<file path="config.mk">
export PLATFORM = sky130hd
export DESIGN_NAME = dma_chain_seq
export DESIGN_NICKNAME = d
export VERILOG_FILES = /design/src/rtl/dma_chain_pkg.sv /design/src/rtl/dma_desc_fetch.sv /design/src/rtl/dma_chan_csr.sv /design/src/rtl/dma_chain_seq.sv
export SDC_FILE = /design/constraint.sdc
export NUM_CORES = 1
export LEC_CHECK = 0
export ABC_CLOCK_PERIOD_IN_PS = 2900
export CAP_MARGIN = 20
export CORE_UTILIZATION = 35
export DETAILED_ROUTE_END_ITERATION = 7
export DONT_BUFFER_PORTS = 1
export HOLD_SLACK_MARGIN = 0.1
export PLACE_DENSITY_LB_ADDON = 0.1
export SYNTH_ARGS = -nofsm -noshare
export SYNTH_HDL_FRONTEND = slang
export SYNTH_SLANG_ARGS = --single-unit
export TNS_END_PERCENT = 100
</file>
<file path="constraint.sdc">
create_clock -name clk -period 2.9 [get_ports clk]
set_input_delay 0 -clock clk [delete_from_list [all_inputs] [get_ports clk]]
set_output_delay 0 -clock clk [all_outputs]
set_load 0.01 [all_outputs]
</file>
<file path="src/rtl/dma_chain_pkg.sv">
package dma_chain_pkg;

  typedef enum logic [1:0] {
    SEQ_IDLE,
    SEQ_FETCH,
    SEQ_XFER
  } seq_state_e;

  // register selects
  localparam logic [1:0] SEL_CS  = 2'd0;
  localparam logic [1:0] SEL_PTR = 2'd1;
  localparam logic [1:0] SEL_DBG = 2'd2;

  // status word bit positions
  localparam int unsigned BIT_ACT   = 0;
  localparam int unsigned BIT_END   = 1;
  localparam int unsigned BIT_INT   = 2;
  localparam int unsigned BIT_ERR   = 10;
  localparam int unsigned BIT_WFOW  = 28;
  localparam int unsigned BIT_ABORT = 30;
  localparam int unsigned BIT_HALT  = 31;
  localparam int unsigned QOS_LO    = 16;
  localparam int unsigned PQOS_LO   = 20;

  // debug register
  localparam int unsigned BIT_DBG_RST = 23;
  localparam logic [3:0]  CHAN_VERSION = 4'd1;

  typedef struct packed {
    logic [31:0] tinfo;
    logic [31:0] src_lo;
    logic [31:0] src_info;
    logic [31:0] dst_lo;
    logic [31:0] dst_info;
    logic [31:0] len;
    logic [31:0] next;
  } cblk_t;

  typedef struct packed {
    logic       halt;
    logic       wfow;
    logic [3:0] pqos;
    logic [3:0] qos;
    logic       err;
    logic       intr;
    logic       done;
  } chan_flags_t;

endpackage

</file>
<file path="src/rtl/dma_desc_fetch.sv">
module dma_desc_fetch
  import dma_chain_pkg::*;
#(
  parameter int unsigned ADDR_W   = 32,
  parameter int unsigned ALIGN_SH = 5,
  parameter int unsigned WORDS    = 8,
  localparam int unsigned PTR_W   = ADDR_W - ALIGN_SH,
  localparam int unsigned CNT_W   = $clog2(WORDS)
) (
  input  logic              clk,
  input  logic              rst_n,
  input  logic              ptr_wr_en,
  input  logic [PTR_W-1:0]  ptr_wdata,
  input  logic              ptr_clr,
  input  logic              ptr_follow,
  input  logic              fetch_begin,
  input  logic              word_take,
  input  logic [31:0]       mem_rdata,
  output logic [PTR_W-1:0]  ptr_q,
  output logic [ADDR_W-1:0] mem_addr,
  output logic              last_word,
  output cblk_t             cblk_q
);

  logic [PTR_W-1:0] ptr_d;
  logic [CNT_W-1:0] cnt_q, cnt_d;
  cblk_t            cblk_d;

  assign mem_addr  = {ptr_q, {ALIGN_SH{1'b0}}} + ADDR_W'({cnt_q, 2'b00});
  assign last_word = word_take && (cnt_q == CNT_W'(WORDS - 1));

  always_comb begin
    ptr_d  = ptr_q;
    cnt_d  = cnt_q;
    cblk_d = cblk_q;
    if (ptr_clr)         ptr_d = '0;
    else if (ptr_follow) ptr_d = cblk_q.next[PTR_W-1:0];
    else if (ptr_wr_en)  ptr_d = ptr_wdata;

    if (fetch_begin) begin
      cnt_d        = '0;
      cblk_d.tinfo = '0;
    end else if (word_take) begin
      cnt_d = cnt_q + 1'b1;
      case (int'(cnt_q))
        0:       cblk_d.tinfo    = mem_rdata;
        1:       cblk_d.src_lo   = mem_rdata;
        2:       cblk_d.src_info = mem_rdata;
        3:       cblk_d.dst_lo   = mem_rdata;
        4:       cblk_d.dst_info = mem_rdata;
        5:       cblk_d.len      = mem_rdata;
        6:       cblk_d.next     = mem_rdata;
        default: ;
      endcase
    end
  end

  always_ff @(posedge clk or negedge rst_n) begin
    if (!rst_n) begin
      ptr_q  <= '0;
      cnt_q  <= '0;
      cblk_q <= '0;
    end else begin
      ptr_q  <= ptr_d;
      cnt_q  <= cnt_d;
      cblk_q <= cblk_d;
    end
  end

endmodule

</file>
<file path="src/rtl/dma_chan_csr.sv">
module dma_chan_csr
  import dma_chain_pkg::*;
(
  input  logic        clk,
  input  logic        rst_n,
  input  logic        reg_wr,
  input  logic [1:0]  reg_addr,
  input  logic [31:0] reg_wdata,
  input  logic        seq_idle,
  input  logic        ptr_zero,
  input  logic        ev_end,
  input  logic        ev_int,
  input  logic        ev_err,
  output logic        cmd_start,
  output logic        cmd_stop,
  output logic        dbg_reset,
  output chan_flags_t flags_q
);

  chan_flags_t flags_d;
  logic cs_wr, abort_req, cancel_req, go_req, empty_start;

  assign cs_wr       = reg_wr && (reg_addr == SEL_CS);
  assign dbg_reset   = reg_wr && (reg_addr == SEL_DBG) && reg_wdata[BIT_DBG_RST];
  assign abort_req   = cs_wr && reg_wdata[BIT_ABORT];
  assign cancel_req  = cs_wr && (reg_wdata == 32'd0);
  assign go_req      = cs_wr && reg_wdata[BIT_ACT] && !reg_wdata[BIT_ABORT] && seq_idle;
  assign cmd_start   = go_req && !ptr_zero;
  assign empty_start = go_req && ptr_zero;
  assign cmd_stop    = abort_req || cancel_req;

  always_comb begin
    flags_d = flags_q;
    if (dbg_reset) begin
      flags_d = '0;
    end else begin
      if (cs_wr) begin
        if (reg_wdata[BIT_END]) flags_d.done = 1'b0;
        if (reg_wdata[BIT_INT]) flags_d.intr = 1'b0;
        if (reg_wdata[BIT_ERR]) flags_d.err  = 1'b0;
      end
      if (go_req) begin
        flags_d.qos  = reg_wdata[QOS_LO +: 4];
        flags_d.pqos = reg_wdata[PQOS_LO +: 4];
        flags_d.wfow = reg_wdata[BIT_WFOW];
        flags_d.halt = 1'b0;
      end
      if (abort_req) flags_d.halt = 1'b1;
      if (ev_end || empty_start) flags_d.done = 1'b1;
      if (ev_int) flags_d.intr = 1'b1;
      if (ev_err) begin
        flags_d.err  = 1'b1;
        flags_d.halt = 1'b1;
      end
    end
  end

  always_ff @(posedge clk or negedge rst_n) begin
    if (!rst_n) flags_q <= '0;
    else        flags_q <= flags_d;
  end

endmodule

</file>
<file path="src/rtl/dma_chain_seq.sv">
module dma_chain_seq
  import dma_chain_pkg::*;
#(
  parameter int unsigned ADDR_W   = 32,
  parameter int unsigned ALIGN_SH = 5,
  parameter int unsigned WORDS    = 8,
  localparam int unsigned PTR_W   = ADDR_W - ALIGN_SH
) (
  input  logic              clk,
  input  logic              rst_n,
  input  logic              reg_wr,
  input  logic [1:0]        reg_addr,
  input  logic [31:0]       reg_wdata,
  output logic [31:0]       reg_rdata,
  output logic              mem_req,
  output logic [ADDR_W-1:0] mem_addr,
  input  logic              mem_valid,
  input  logic              mem_err,
  input  logic [31:0]       mem_rdata,
  output logic              xfer_req,
  output logic [31:0]       xfer_tinfo,
  output logic [31:0]       xfer_src_addr,
  output logic [31:0]       xfer_src_info,
  output logic [31:0]       xfer_dst_addr,
  output logic [31:0]       xfer_dst_info,
  output logic [31:0]       xfer_len,
  input  logic              xfer_done,
  input  logic              xfer_err,
  output logic              irq
);

  seq_state_e  state_q, state_d;
  chan_flags_t flags;
  cblk_t       cblk;
  logic [PTR_W-1:0] ptr;
  logic cmd_start, cmd_stop, dbg_reset, stop;
  logic ev_end, ev_int, ev_err;
  logic fetch_begin, ptr_follow, word_take, last_word, ptr_wr_en;
  logic st_active, end_f;

  assign stop      = cmd_stop || dbg_reset;
  assign st_active = (state_q != SEQ_IDLE);
  assign end_f     = flags.done;
  assign word_take = (state_q == SEQ_FETCH) && mem_valid && !mem_err && !stop;
  assign ptr_wr_en = reg_wr && (reg_addr == SEL_PTR) && !st_active;

  dma_chan_csr u_csr (
    .clk       (clk),
    .rst_n     (rst_n),
    .reg_wr    (reg_wr),
    .reg_addr  (reg_addr),
    .reg_wdata (reg_wdata),
    .seq_idle  (!st_active),
    .ptr_zero  (ptr == '0),
    .ev_end    (ev_end),
    .ev_int    (ev_int),
    .ev_err    (ev_err),
    .cmd_start (cmd_start),
    .cmd_stop  (cmd_stop),
    .dbg_reset (dbg_reset),
    .flags_q   (flags)
  );

  dma_desc_fetch #(
    .ADDR_W   (ADDR_W),
    .ALIGN_SH (ALIGN_SH),
    .WORDS    (WORDS)
  ) u_fetch (
    .clk         (clk),
    .rst_n       (rst_n),
    .ptr_wr_en   (ptr_wr_en),
    .ptr_wdata   (reg_wdata[PTR_W-1:0]),
    .ptr_clr     (dbg_reset),
    .ptr_follow  (ptr_follow),
    .fetch_begin (fetch_begin),
    .word_take   (word_take),
    .mem_rdata   (mem_rdata),
    .ptr_q       (ptr),
    .mem_addr    (mem_addr),
    .last_word   (last_word),
    .cblk_q      (cblk)
  );

  // sequencer next state
  always_comb begin
    state_d     = state_q;
    fetch_begin = 1'b0;
    ptr_follow  = 1'b0;
    ev_end      = 1'b0;
    ev_int      = 1'b0;
    ev_err      = 1'b0;
    unique case (state_q)
      SEQ_IDLE: begin
        if (cmd_start) begin
          state_d     = SEQ_FETCH;
          fetch_begin = 1'b1;
        end
      end
      SEQ_FETCH: begin
        if (stop) begin
          state_d = SEQ_IDLE;
        end else if (mem_valid && mem_err) begin
          state_d = SEQ_IDLE;
          ev_err  = 1'b1;
          ev_int  = cblk.tinfo[0];
        end else if (last_word) begin
          state_d = SEQ_XFER;
        end
      end
      SEQ_XFER: begin
        if (stop) begin
          state_d = SEQ_IDLE;
        end else if (xfer_done) begin
          ev_int = cblk.tinfo[0];
          if (xfer_err) begin
            state_d = SEQ_IDLE;
            ev_err  = 1'b1;
          end else if (cblk.next == 32'd0) begin
            state_d = SEQ_IDLE;
            ev_end  = 1'b1;
          end else begin
            state_d     = SEQ_FETCH;
            ptr_follow  = 1'b1;
            fetch_begin = 1'b1;
          end
        end
      end
      default: state_d = SEQ_IDLE;
    endcase
    if (dbg_reset) state_d = SEQ_IDLE;
  end

  always_ff @(posedge clk or negedge rst_n) begin
    if (!rst_n) state_q <= SEQ_IDLE;
    else        state_q <= state_d;
  end

  assign mem_req       = (state_q == SEQ_FETCH);
  assign xfer_req      = (state_q == SEQ_XFER);
  assign xfer_tinfo    = cblk.tinfo;
  assign xfer_src_addr = cblk.src_lo;
  assign xfer_src_info = cblk.src_info;
  assign xfer_dst_addr = cblk.dst_lo;
  assign xfer_dst_info = cblk.dst_info;
  assign xfer_len      = cblk.len;
  assign irq           = flags.intr;

  always_comb begin
    unique case (reg_addr)
      SEL_CS:  reg_rdata = {flags.halt, 2'b00, flags.wfow, 4'b0000, flags.pqos, flags.qos,
                            5'b00000, flags.err, 7'b0000000, flags.intr, flags.done, st_active};
      SEL_PTR: reg_rdata = 32'(ptr);
      SEL_DBG: reg_rdata = {CHAN_VERSION, 28'd0};
      default: reg_rdata = 32'd0;
    endcase
  end

endmodule

</file>
==> flow_summary.json <==
{
  "antenna_found_initial": 1,
  "fin_setup_tns_ps": 0,
  "syn_to_final_growth_pct": 9.59,
  "hpwl_mm": 24.7,
  "final_common_cell": "dfrtp_1",
  "gp_congestion": 0.799,
  "synthFlopType": "dfrtp_1",
  "routedWlPerCell_um": 25.2,
  "max_freq_mhz": 388,
  "synth_cells": 1032,
  "cts_htree_levels": 2,
  "track_usage": 0.193,
  "fin_worst_skew_ps": 12.6,
  "worst_pin_slew_ps": 594,
  "netlist_area_mm2": 0.0130,
  "drt-total-wl_mm": 36.5,
  "path_clk_slew_ps": 60,
  "grt-ovfl-total": 0,
  "ys_warn_count": 0,
  "route.detailed.drc": 0,
  "clk_latency_ps": 510,
  "vias": 7456,
  "worst_hold_slack_ps": -813,
  "place_ws_ps": 295,
  "cts.repair.resized": 0,
  "holdBufCountCts": 95,
  "mostFrequentLayoutCells": "dfrtp_1, mux2_2, dlygate4sd3_1",
  "via_per_inst": 5.15,
  "status": "finished, violations left",
  "hold_viol": 269,
  "cp.arrival_ps": 2970,
  "fp.dieArea_mm2": 0.0379,
  "cts_max_path_buffers": 3,
  "cts_setup_buffers": 0,
  "synth_cell_types": 40,
  "period_share": 0.889,
  "synth_area_per_cell_um2": 12.6,
  "synthMuxAreaShare": 0.239,
  "min_path_type": "in -> async",
  "ys_ff_latch": 269,
  "rsz0062_at_grt": "no",
  "worstSetupPathType": "reg -> reg",
  "first_global_vias": 8111,
  "ir_drop_mv": 0.421,
  "core_area_mm2": 0.0366,
  "dr.pass1.iters": 4,
  "cts_tree": "yes",
  "setup_viol": 0,
  "synth_compound_area_frac": 0.0306,
  "cp-start-kind": "register",
  "clock_sinks": 269,
  "critPathCaptureType": "register",
  "io-pin-count": 332,
  "drv_cap": 0,
  "io_buffers": 0,
  "fin_ws_ps": 323,
  "cts_buffers": 34,
  "grt_max_degree": 270,
  "synthArstFlopShare": 1.00,
  "initial_core_util": 0.355,
  "yosys-top-cells-area": "dfrtp_1, buf_4, mux2_2, mux2_4, mux2i_1",
  "drtAntennaViolNets": 0,
  "antenna_cells": 0,
  "synthXorXnorAreaFrac": 0.000673,
  "drt_iter0_drc": 357,
  "seq_area_frac_synth": 0.518,
  "crit_required_ps": 3290,
  "leakage_nw": 6.81,
  "maxSlewViolCount": 0,
  "synth_fa_ha_area_frac": 0.00962,
  "cts_root_buffer": "clkbuf_16",
  "violations": "negative hold slack",
  "critPathMaxFanout": 17,
  "synth_top_family_by_area": "multiplexers",
  "synth_area_leader_cell": "dfrtp_1",
  "die_w_um": 195,
  "yosys.area_share.simple": 0.0658,
  "min_period_ps": 2580,
  "synth_edf_count": 0,
  "final_net_count": 1043,
  "rows": 70,
  "grt_pass1_wl_mm": 54.8,
  "fp.dieH_um": 195,
  "slew_headroom": 0.600,
  "yosysTopAreaCellShare": 0.518,
  "power.density_mw_per_mm2": 942,
  "drive_gt1_frac": 0.291
}
==> where the power goes <==
| part | switching, W | internal, W |
|---|---|---|
| sequential | 0.00171 | 0.00502 |
| combinational | 0.00110 | 0.00152 |
| clock | 0.00156 | 0.00252 |
==> cell type report <==
class                      instances  area, um^2
clock buffer                      50        1020
clock inverter                     5        62.6
fill                            3500       22400
inverter                           7        26.3
multi-input combinational        516        4550
sequential                       269        6730
tap                              468         586
timing repair buffer             132        1280
==> synthesized netlist by cell type (14+ instances only) <==
| cell type | instances |
|---|---|
| mux2i_1 | 73 |
| dfrtp_1 | 269 |
| buf_4 | 197 |
| mux2_4 | 56 |
| mux2_2 | 130 |
| nand2_1 | 29 |
| buf_2 | 20 |
| clkbuf_1 | 14 |
| a211oi_1 | 29 |
| nor4_1 | 21 |
| and2_1 | 15 |
| nor2_1 | 81 |
==> routing by layer <==
metal	share of wire	vias up	global-route usage
met5	0	-	0
met4	0.021	0	0.0548
met3	0.075	56	0.0515
met2	0.48	296	0.321
met1	0.42	3879	0.247
li1	-	3225	-
==> critical path: stages (launching register included) <==
cell     delay (ps)
dfrtp_1         440
nor4_1          470
nand3_1         230
o21ai_2         320
and3_1          190
and3_2          250
buf_12          210
mux2_2          350
==> registers in the layout, indices dropped and copies added, names as in the netlist <==
signal and cells:
u_csr.flags_q 13, u_fetch.ptr_q 27, state_q 2, u_fetch.cblk_q 224
u_fetch.cnt_q 3
==> path summary, 6_finish.rpt <==
| kind | start | to | slack [ps] | cells past startpoint |
|---|---|---|---|---|
| worst min register to register | u_fetch.cblk_q[28]$_DFFE_PN0P_ | u_fetch.cblk_q[28]$_DFFE_PN0P_ | 510 | 1 |
| worst max register to register | u_fetch.ptr_q[8]$_DFFE_PN0P_ | u_fetch.cblk_q[191]$_DFFE_PN0P_ | 320 | 7 |
| worst max-delay path | u_fetch.ptr_q[8]$_DFFE_PN0P_ | u_fetch.cblk_q[191]$_DFFE_PN0P_ | 320 | 7 |
| worst min-delay path | rst_n | u_csr.flags_q[4]$_DFFE_PN0P_ | -810 | 0 |
| max in group asynchronous | rst_n | u_fetch.cblk_q[82]$_DFFE_PN0P_ | 3280 | 0 |
| min in group clk | reg_wr | u_fetch.ptr_q[19]$_DFFE_PN0P_ | 160 | 3 |
==> per-stage QoR <==
stage          cell area (um^2)  cells  power [W]  utilization
6_report                  14300   1447     0.0134        0.389
5_1_grt                   14300   1447     0.0141        0.389
4_1_cts                   14300   1447     0.0136        0.389
3_5_place_dp              12200   1297    0.00922        0.334
3_3_place_gp              12200   1297    0.00910        0.334
2_1_floorplan             13000   1036    0.00943            -
==> logic make-up after synthesis <==
kind of cell / count (synthesis)
flip-flops: 269
multiplexers: 265
buffers and inverters: 251
AND/OR/NAND/NOR: 178
AO/OA/AOI/OAI: 57
adder cells (fa/ha/maj): 10
other: 1
XOR/XNOR: 1
(Power assumes the default switching activity.)
